[src/rtl/vic_pkg.sv]
package vic_pkg;
  localparam int unsigned VEC_STEP = 2;

  typedef enum logic [1:0] {
    GIE_KEEP  = 2'd0,
    GIE_DROP  = 2'd1,
    GIE_RAISE = 2'd2
  } gie_op_e;
endpackage

[src/rtl/vic_pending.sv]
module vic_pending #(
  parameter int unsigned   N          = 8,
  parameter logic [N-1:0]  LEVEL_MASK = '0
) (
  input  logic         clk,
  input  logic         rst_n,
  input  logic [N-1:0] line_i,
  input  logic [N-1:0] clr_i,
  input  logic         flush_i,
  output logic [N-1:0] pend_o
);

  for (genvar k = 0; k < N; k++) begin : g_src
    if (LEVEL_MASK[k]) begin : g_level
      logic unused_clr;
      assign unused_clr = clr_i[k];
      assign pend_o[k]  = line_i[k];
    end else begin : g_edge
      logic prev_q, prev_n;
      logic held_q, held_n;
      logic rise;

      always_comb begin
        rise   = line_i[k] & ~prev_q;
        prev_n = line_i[k];
        held_n = rise | (held_q & ~clr_i[k] & ~flush_i);
      end

      always_ff @(posedge clk or negedge rst_n) begin
        if (!rst_n) begin
          prev_q <= 1'b0;
          held_q <= 1'b0;
        end else begin
          prev_q <= prev_n;
          held_q <= held_n;
        end
      end

      assign pend_o[k] = held_q;

      // a latched request survives until it is serviced or flushed
      p_latch_hold_r9: assert property (@(posedge clk) disable iff (!rst_n)
        (held_q && !clr_i[k] && !flush_i) |=> held_q);
    end
  end

endmodule

[src/rtl/vic_prio.sv]
module vic_prio #(
  parameter int unsigned N  = 8,
  localparam int unsigned IW = $clog2(N)
) (
  input  logic [N-1:0]  req_i,
  output logic [N-1:0]  grant_o,
  output logic [IW-1:0] idx_o,
  output logic          any_o
);

  always_comb begin
    grant_o = '0;
    idx_o   = '0;
    any_o   = 1'b0;
    for (int i = N - 1; i >= 0; i--) begin
      if (req_i[i]) begin
        grant_o    = '0;
        grant_o[i] = 1'b1;
        idx_o      = IW'(i);
        any_o      = 1'b1;
      end
    end
  end

endmodule

[src/rtl/vic_vecgen.sv]
module vic_vecgen
  import vic_pkg::*;
#(
  parameter int unsigned      N         = 8,
  parameter int unsigned      ADDR_W    = 16,
  parameter logic [ADDR_W-1:0] BOOT_BASE = '0,
  localparam int unsigned     IW        = $clog2(N),
  localparam int unsigned     SW        = $clog2(N + 1)
) (
  input  logic              vec_sel_i,
  input  logic              rst_boot_i,
  input  logic              is_rst_i,
  input  logic [IW-1:0]     idx_i,
  output logic [SW-1:0]     slot_o,
  output logic [ADDR_W-1:0] vec_o
);

  logic [ADDR_W-1:0] base;

  always_comb begin
    if (is_rst_i) begin
      slot_o = '0;
      base   = rst_boot_i ? BOOT_BASE : '0;
    end else begin
      slot_o = SW'(idx_i) + SW'(1);
      base   = vec_sel_i ? BOOT_BASE : '0;
    end
    vec_o = base + ADDR_W'(slot_o) * ADDR_W'(VEC_STEP);
  end

endmodule

[src/rtl/vec_irq_ctrl.sv]
module vec_irq_ctrl
  import vic_pkg::*;
#(
  parameter int unsigned       N          = 8,
  parameter logic [N-1:0]      LEVEL_MASK = 8'hF0,
  parameter int unsigned       ADDR_W     = 16,
  parameter logic [ADDR_W-1:0] BOOT_BASE  = 16'hF000,
  localparam int unsigned      IW         = $clog2(N),
  localparam int unsigned      SW         = $clog2(N + 1)
) (
  input  logic              clk,
  input  logic              rst_n,
  input  logic [N-1:0]      irq_line_i,
  input  logic [N-1:0]      src_en_i,
  input  logic              rst_req_i,
  input  logic              vec_sel_i,
  input  logic              rst_boot_i,
  input  logic              protect_i,
  input  logic              gie_set_i,
  input  logic              gie_clr_i,
  input  logic              reti_i,
  input  logic              ack_i,
  output logic              take_o,
  output logic [ADDR_W-1:0] vec_o,
  output logic [SW-1:0]     src_o,
  output logic              gie_o
);

  logic              rst_prev_q, rst_prev_n;
  logic              rst_pend_q, rst_pend_n;
  logic              gie_q, gie_n;
  logic              busy_q, busy_n;
  logic              take_q, take_n;
  logic [ADDR_W-1:0] vec_q, vec_n;
  logic [SW-1:0]     src_q, src_n;

  logic              rst_fire, irq_fire, irq_ok;
  logic [N-1:0]      pend, qual, grant, clr_vec;
  logic [IW-1:0]     win_idx;
  logic              win_any;
  logic [SW-1:0]     slot;
  logic [ADDR_W-1:0] vec_calc;
  gie_op_e           gie_op;

  vic_pending #(.N(N), .LEVEL_MASK(LEVEL_MASK)) u_pending (
    .clk     (clk),
    .rst_n   (rst_n),
    .line_i  (irq_line_i),
    .clr_i   (clr_vec),
    .flush_i (rst_fire),
    .pend_o  (pend)
  );

  vic_prio #(.N(N)) u_prio (
    .req_i   (qual),
    .grant_o (grant),
    .idx_o   (win_idx),
    .any_o   (win_any)
  );

  vic_vecgen #(.N(N), .ADDR_W(ADDR_W), .BOOT_BASE(BOOT_BASE)) u_vecgen (
    .vec_sel_i  (vec_sel_i),
    .rst_boot_i (rst_boot_i),
    .is_rst_i   (rst_fire),
    .idx_i      (win_idx),
    .slot_o     (slot),
    .vec_o      (vec_calc)
  );

  // Request qualification and arbitration
  always_comb begin
    rst_prev_n = rst_req_i;
    rst_fire   = rst_pend_q & ~take_q;
    rst_pend_n = (rst_req_i & ~rst_prev_q) | (rst_pend_q & ~rst_fire);
    irq_ok     = gie_q & ~protect_i & ~busy_q & ~take_q;
    qual       = pend & src_en_i & {N{irq_ok}};
    irq_fire   = win_any & ~rst_fire;
    clr_vec    = irq_fire ? grant : '0;
    take_n     = rst_fire | irq_fire;
  end

  // Global enable, outstanding acknowledge, output staging
  always_comb begin
    if (take_n)                   gie_op = GIE_DROP;
    else if (gie_clr_i)           gie_op = GIE_DROP;
    else if (reti_i || gie_set_i) gie_op = GIE_RAISE;
    else                          gie_op = GIE_KEEP;

    case (gie_op)
      GIE_DROP:  gie_n = 1'b0;
      GIE_RAISE: gie_n = 1'b1;
      default:   gie_n = gie_q;
    endcase

    if (take_n)     busy_n = 1'b1;
    else if (ack_i) busy_n = 1'b0;
    else            busy_n = busy_q;

    vec_n = take_n ? vec_calc : vec_q;
    src_n = take_n ? slot     : src_q;
  end

  always_ff @(posedge clk or negedge rst_n) begin
    if (!rst_n) begin
      rst_prev_q <= 1'b0;
      rst_pend_q <= 1'b0;
      gie_q      <= 1'b0;
      busy_q     <= 1'b0;
      take_q     <= 1'b0;
      vec_q      <= '0;
      src_q      <= '0;
    end else begin
      rst_prev_q <= rst_prev_n;
      rst_pend_q <= rst_pend_n;
      gie_q      <= gie_n;
      busy_q     <= busy_n;
      take_q     <= take_n;
      vec_q      <= vec_n;
      src_q      <= src_n;
    end
  end

  assign take_o = take_q;
  assign vec_o  = vec_q;
  assign src_o  = src_q;
  assign gie_o  = gie_q;

  // the arbiter never grants two sources at once
  p_single_grant_r4: assert property (@(posedge clk) disable iff (!rst_n)
    $onehot0(grant));

  // the accept strobe lasts one cycle
  p_strobe_width_r5: assert property (@(posedge clk) disable iff (!rst_n)
    take_o |=> !take_o);

  // global enable reads low while the strobe is up
  p_gie_drop_r5: assert property (@(posedge clk) disable iff (!rst_n)
    take_o |-> !gie_o);

  // a return with no competing acceptance or clear raises the flag
  p_reti_sets_r7: assert property (@(posedge clk) disable iff (!rst_n)
    (reti_i && !take_n && !gie_clr_i) |=> gie_o);

  // an interrupt slot was qualified on the edge it was taken
  p_qualified_r3: assert property (@(posedge clk) disable iff (!rst_n)
    (take_o && src_o != '0) |->
      ($past(gie_o) && !$past(protect_i) &&
       ((($past(src_en_i) >> (src_o - SW'(1))) & N'(1)) != '0)));

  // waiting for acknowledge blocks interrupt slots
  p_wait_ack_r10: assert property (@(posedge clk) disable iff (!rst_n)
    (busy_q && !ack_i) |=> (!take_o || src_o == '0));

endmodule

[config.mk]
export PLATFORM = sky130hd
export DESIGN_NAME = vec_irq_ctrl
export DESIGN_NICKNAME = d
export VERILOG_FILES = /design/src/rtl/vic_pkg.sv /design/src/rtl/vic_pending.sv /design/src/rtl/vic_prio.sv /design/src/rtl/vic_vecgen.sv /design/src/rtl/vec_irq_ctrl.sv
export SDC_FILE = /design/constraint.sdc
export NUM_CORES = 1
export LEC_CHECK = 0
export CORE_MARGIN = 1
export CORE_UTILIZATION = 36
export DETAILED_ROUTE_END_ITERATION = 10
export GPL_TIMING_DRIVEN = 0
export PLACE_DENSITY_LB_ADDON = 0.2
export SETUP_SLACK_MARGIN = 0.5
export SLEW_MARGIN = 25
export SYNTH_ARGS = -nofsm -noshare
export SYNTH_HDL_FRONTEND = slang
export SYNTH_SLANG_ARGS = --single-unit
[constraint.sdc]
create_clock -name clk -period 1.91 [get_ports clk]
set_input_delay 0.382 -clock clk [delete_from_list [all_inputs] [get_ports clk]]
set_output_delay 0.382 -clock clk [all_outputs]
set_load 0.1 [all_outputs]
==> reports/summary.txt <==
Reg clk slew, reported paths - 0.10 ns
Post-route minimum period - 2.184 ns
Post-route cell area - 0.001956 mm²
DP HPWL - 1.653 mm
# setup viols final - 5
CTS tree - built
Final ANT Viol Nets - 0
Lkg Pwr - 0.8861 nW
Vias in the first global route - 856
Multiplexer share of the synthesized area - 2.188%
Post-DR vias/cell - 4.938
PwrDens - 891.5 mW/mm²
Initial antenna violation count - 0
Peak VDD IR - 0.8214 mV
WL/cell - 13.59 µm
Die area - 0.002912 mm²
Adder-cell area share of the yosys netlist - 2.574%
Post-DP Area - 0.001475 mm²
Hold Path Class - reg2reg
Initial core utilization - 38.54%
Number of remaining DRC errors - 0
Worst Path Arrival - 2.37 ns
Compound-cell area share of the yosys netlist - 16.09%
Sequential area share after synthesis - 46.33%
Dominant synthesized flop cell - dfrtp_1
Sink Count - 18
Top-area cell type share of the netlist area - 46.33%
Slowest CP cell - a222oi_1
Cell Int Power - 979.0 µW
Synth Area in Simple Gates - 17.76%
H-tree levels - 1
Max-cap violations - 0
CTS Buffer Depth - 2
Root Buffer - clkbuf_4
Clk Latency, worst-skew pair - 0.28 ns
Worst-Margin Slew - 0.7905 ns
Via count - 1032
Xor and xnor area share after synthesis - 0%
Fmax - 0.4578 GHz
CP Class - in2reg
WP data required - 2.09 ns
Slew HR - 47.13%
Failing checks - negative setup slack
Worst setup EP type - register
Crit Reg-Reg Startpoint - u_pending.g_src[2].g_edge.held_q
Sw Pwr - 764.4 µW
Final Hold Viols - 0
Final wirelength - 2.840 mm
Post-Syn Area - 972.2 µm²
First-pass GRT wire length - 3.753 mm
RSZ-0062 raised after global routing - yes
Syn Inst Count - 100
Drt pass-1 iters - 4
Register share of total power - 28.8%
Hold_sp - u_pending.g_src[1].g_edge.prev_q
Largest family of logic cells by synthesized area - simple AND/OR/NAND/NOR gates
Final period util - 114.4%
Worst path top cell family by delay - compound AO/OA/AOI/OAI gates
Layout net count - 208
CTS Hold Bufs - 0
CP dominant cell by count - nor2_4
Final core occ - 77.53%
Cell Chain, Critical Path - dlygate4sd2_1 -> a222oi_1 -> and4_4 -> nor2_4 -> nor2_4 -> inv_2 -> nor2_4 -> o21a_1 -> ha_1 -> mux2_2
Worst path max stage delay - 0.46 ns
GRT Util Overall - 18.75%
DIE WIDTH - 53.97 µm
Die height - 53.97 µm
I/O Buffers - 39
Synth Register Bits - 18
Number of DRC markers in iteration 0 - 30
Final Max Slew Viols - 0
Placer Congestion - 0.8416
Area delta synth->final - 101.2%
Clock Skew - 0.0009675 ns
CP Launch Type - input port
Total power - 1.743 mW
Switching share of power - 43.85%
Asr flop ratio synth - 100.0%
ANT cells - 0
Share of cells above drive strength 1 - 49.72%
Status - complete, but fails checks
Core Rows - 18
Worst Path Max Fanout - 4
CTS Buf Count - 3
Logic pwr share - 58.1%
Clock power share - 13.1%
Number of flops mapped to enable cells by yosys - 0
Cell accounting for the most synthesized area - dfrtp_1
Largest net degree at the start of global routing - 19
Critical Path Start - src_en_i[1]
Mean Syn Cell Area - 9.722 µm²
Post-route setup slack - -0.2744 ns
Buf/Inv on CP - 2
Total negative setup slack - -1.125 ns
Synth Warn # - 0
Yosys cell types - 30
Synth area leaders - dfrtp_1 (46%), buf_4 (12%), nand2_1 (4.2%)
Boundary Pins - 48
GRT overflow - 0
Core area - 0.002522 mm²
WHS - 0.4303 ns
[layout by cell type (no fill, tap or decap), types with 2 or more instances in the layout]
| cell | instances |
|---|---|
| clkbuf_4 | 3 |
| dfrtp_4 | 7 |
| nand3_2 | 3 |
| nand3_1 | 5 |
| a22oi_2 | 2 |
| a21oi_1 | 2 |
| ha_1 | 2 |
| buf_8 | 2 |
| nand2b_1 | 2 |
| inv_1 | 6 |
| buf_4 | 29 |
| a32o_1 | 4 |
| nor2_1 | 3 |
| o21ai_0 | 3 |
| buf_12 | 9 |
| nor2_4 | 4 |
| nand2_1 | 10 |
| clkdlybuf4s50_1 | 21 |
| dfrtp_1 | 11 |
| dlygate4sd2_1 | 4 |
| buf_6 | 18 |
| conb_1 | 8 |
[cell usage after synthesis (all sizes together) (2+ instances only)]
library cell,n
a22oi,3
nand2,11
ha,2
nor2,7
o21ai,5
dfrtp,18
a21oi,4
nand3,8
a32o,4
nand2b,2
buf,15
inv,7
[power groups by stage]
stage                     clock network (mW)  logic, mW  registers [mW]
after CTS                              0.239      0.930           0.496
final                                  0.229       1.01           0.502
after global placement                     0      0.726           0.492
after global routing                   0.261       1.05           0.509
after floorplan                            0      0.423           0.625
after detailed placement                   0      0.736           0.496
[registers in the layout, summed over array words and instances (netlist names), 2 cells and up]
| register | cells |
|---|---|
| src_o | 3 |
| u_pending.g_src.g_edge.held_q | 4 |
| vec_o | 2 |
| u_pending.g_src.g_edge.prev_q | 4 |
[final timing paths]
path,end,slack (ns),cells after the start
worst max-delay path,gie_o,-0.27,10
worst min-delay path,u_pending.g_src[1].g_edge.held_q,0.43,1
worst max register to register,gie_o,-0.25,9
worst min register to register,u_pending.g_src[1].g_edge.held_q,0.43,1
max in group asynchronous,src_o[2],0.79,1
min in group asynchronous,u_pending.g_src[0].g_edge.prev_q,0.55,1
[through the flow]
step           instances  worst slack [ns]
2_1_floorplan        107           -0.1587
5_1_grt              209           -0.3521
4_1_cts              199           -0.2806
6_report             209           -0.2744
3_5_place_dp         176           -0.9368
3_3_place_gp         176           -0.8258
[cell type report]
type	instances	area [µm²]
multi-input cells	66	498.0
fillers	160	566.8
well taps	30	37.54
flip-flops and latches	18	476.7
clock buffers	4	36.28
plain buffers	16	143.9
inverters	7	26.28
repair buffers	68	737.0
[layer usage]
layer | GRT usage (%) | wire, µm | up-vias
li1 | - | - | 486
met2 | 32.92 | 1474 | 54
met3 | 3.390 | 203 | 4
met1 | 22.14 | 1129 | 488
met5 | 0 | 0 | -
met4 | 7.895 | 32 | 0
[cell families after synthesis]
family	Yosys count
mux	2
buf+inv	23
other cells	1
simple gates	32
flops	18
fa+ha+maj	2
compound gates	22
[what timing repair did]
item                       CTS  global route
pin swaps                    9             7
buffers inserted            19            10
hold endpoints to repair     0             0
resized for setup          138            18
setup endpoints to repair   24            24
(Power assumes the default switching activity.)
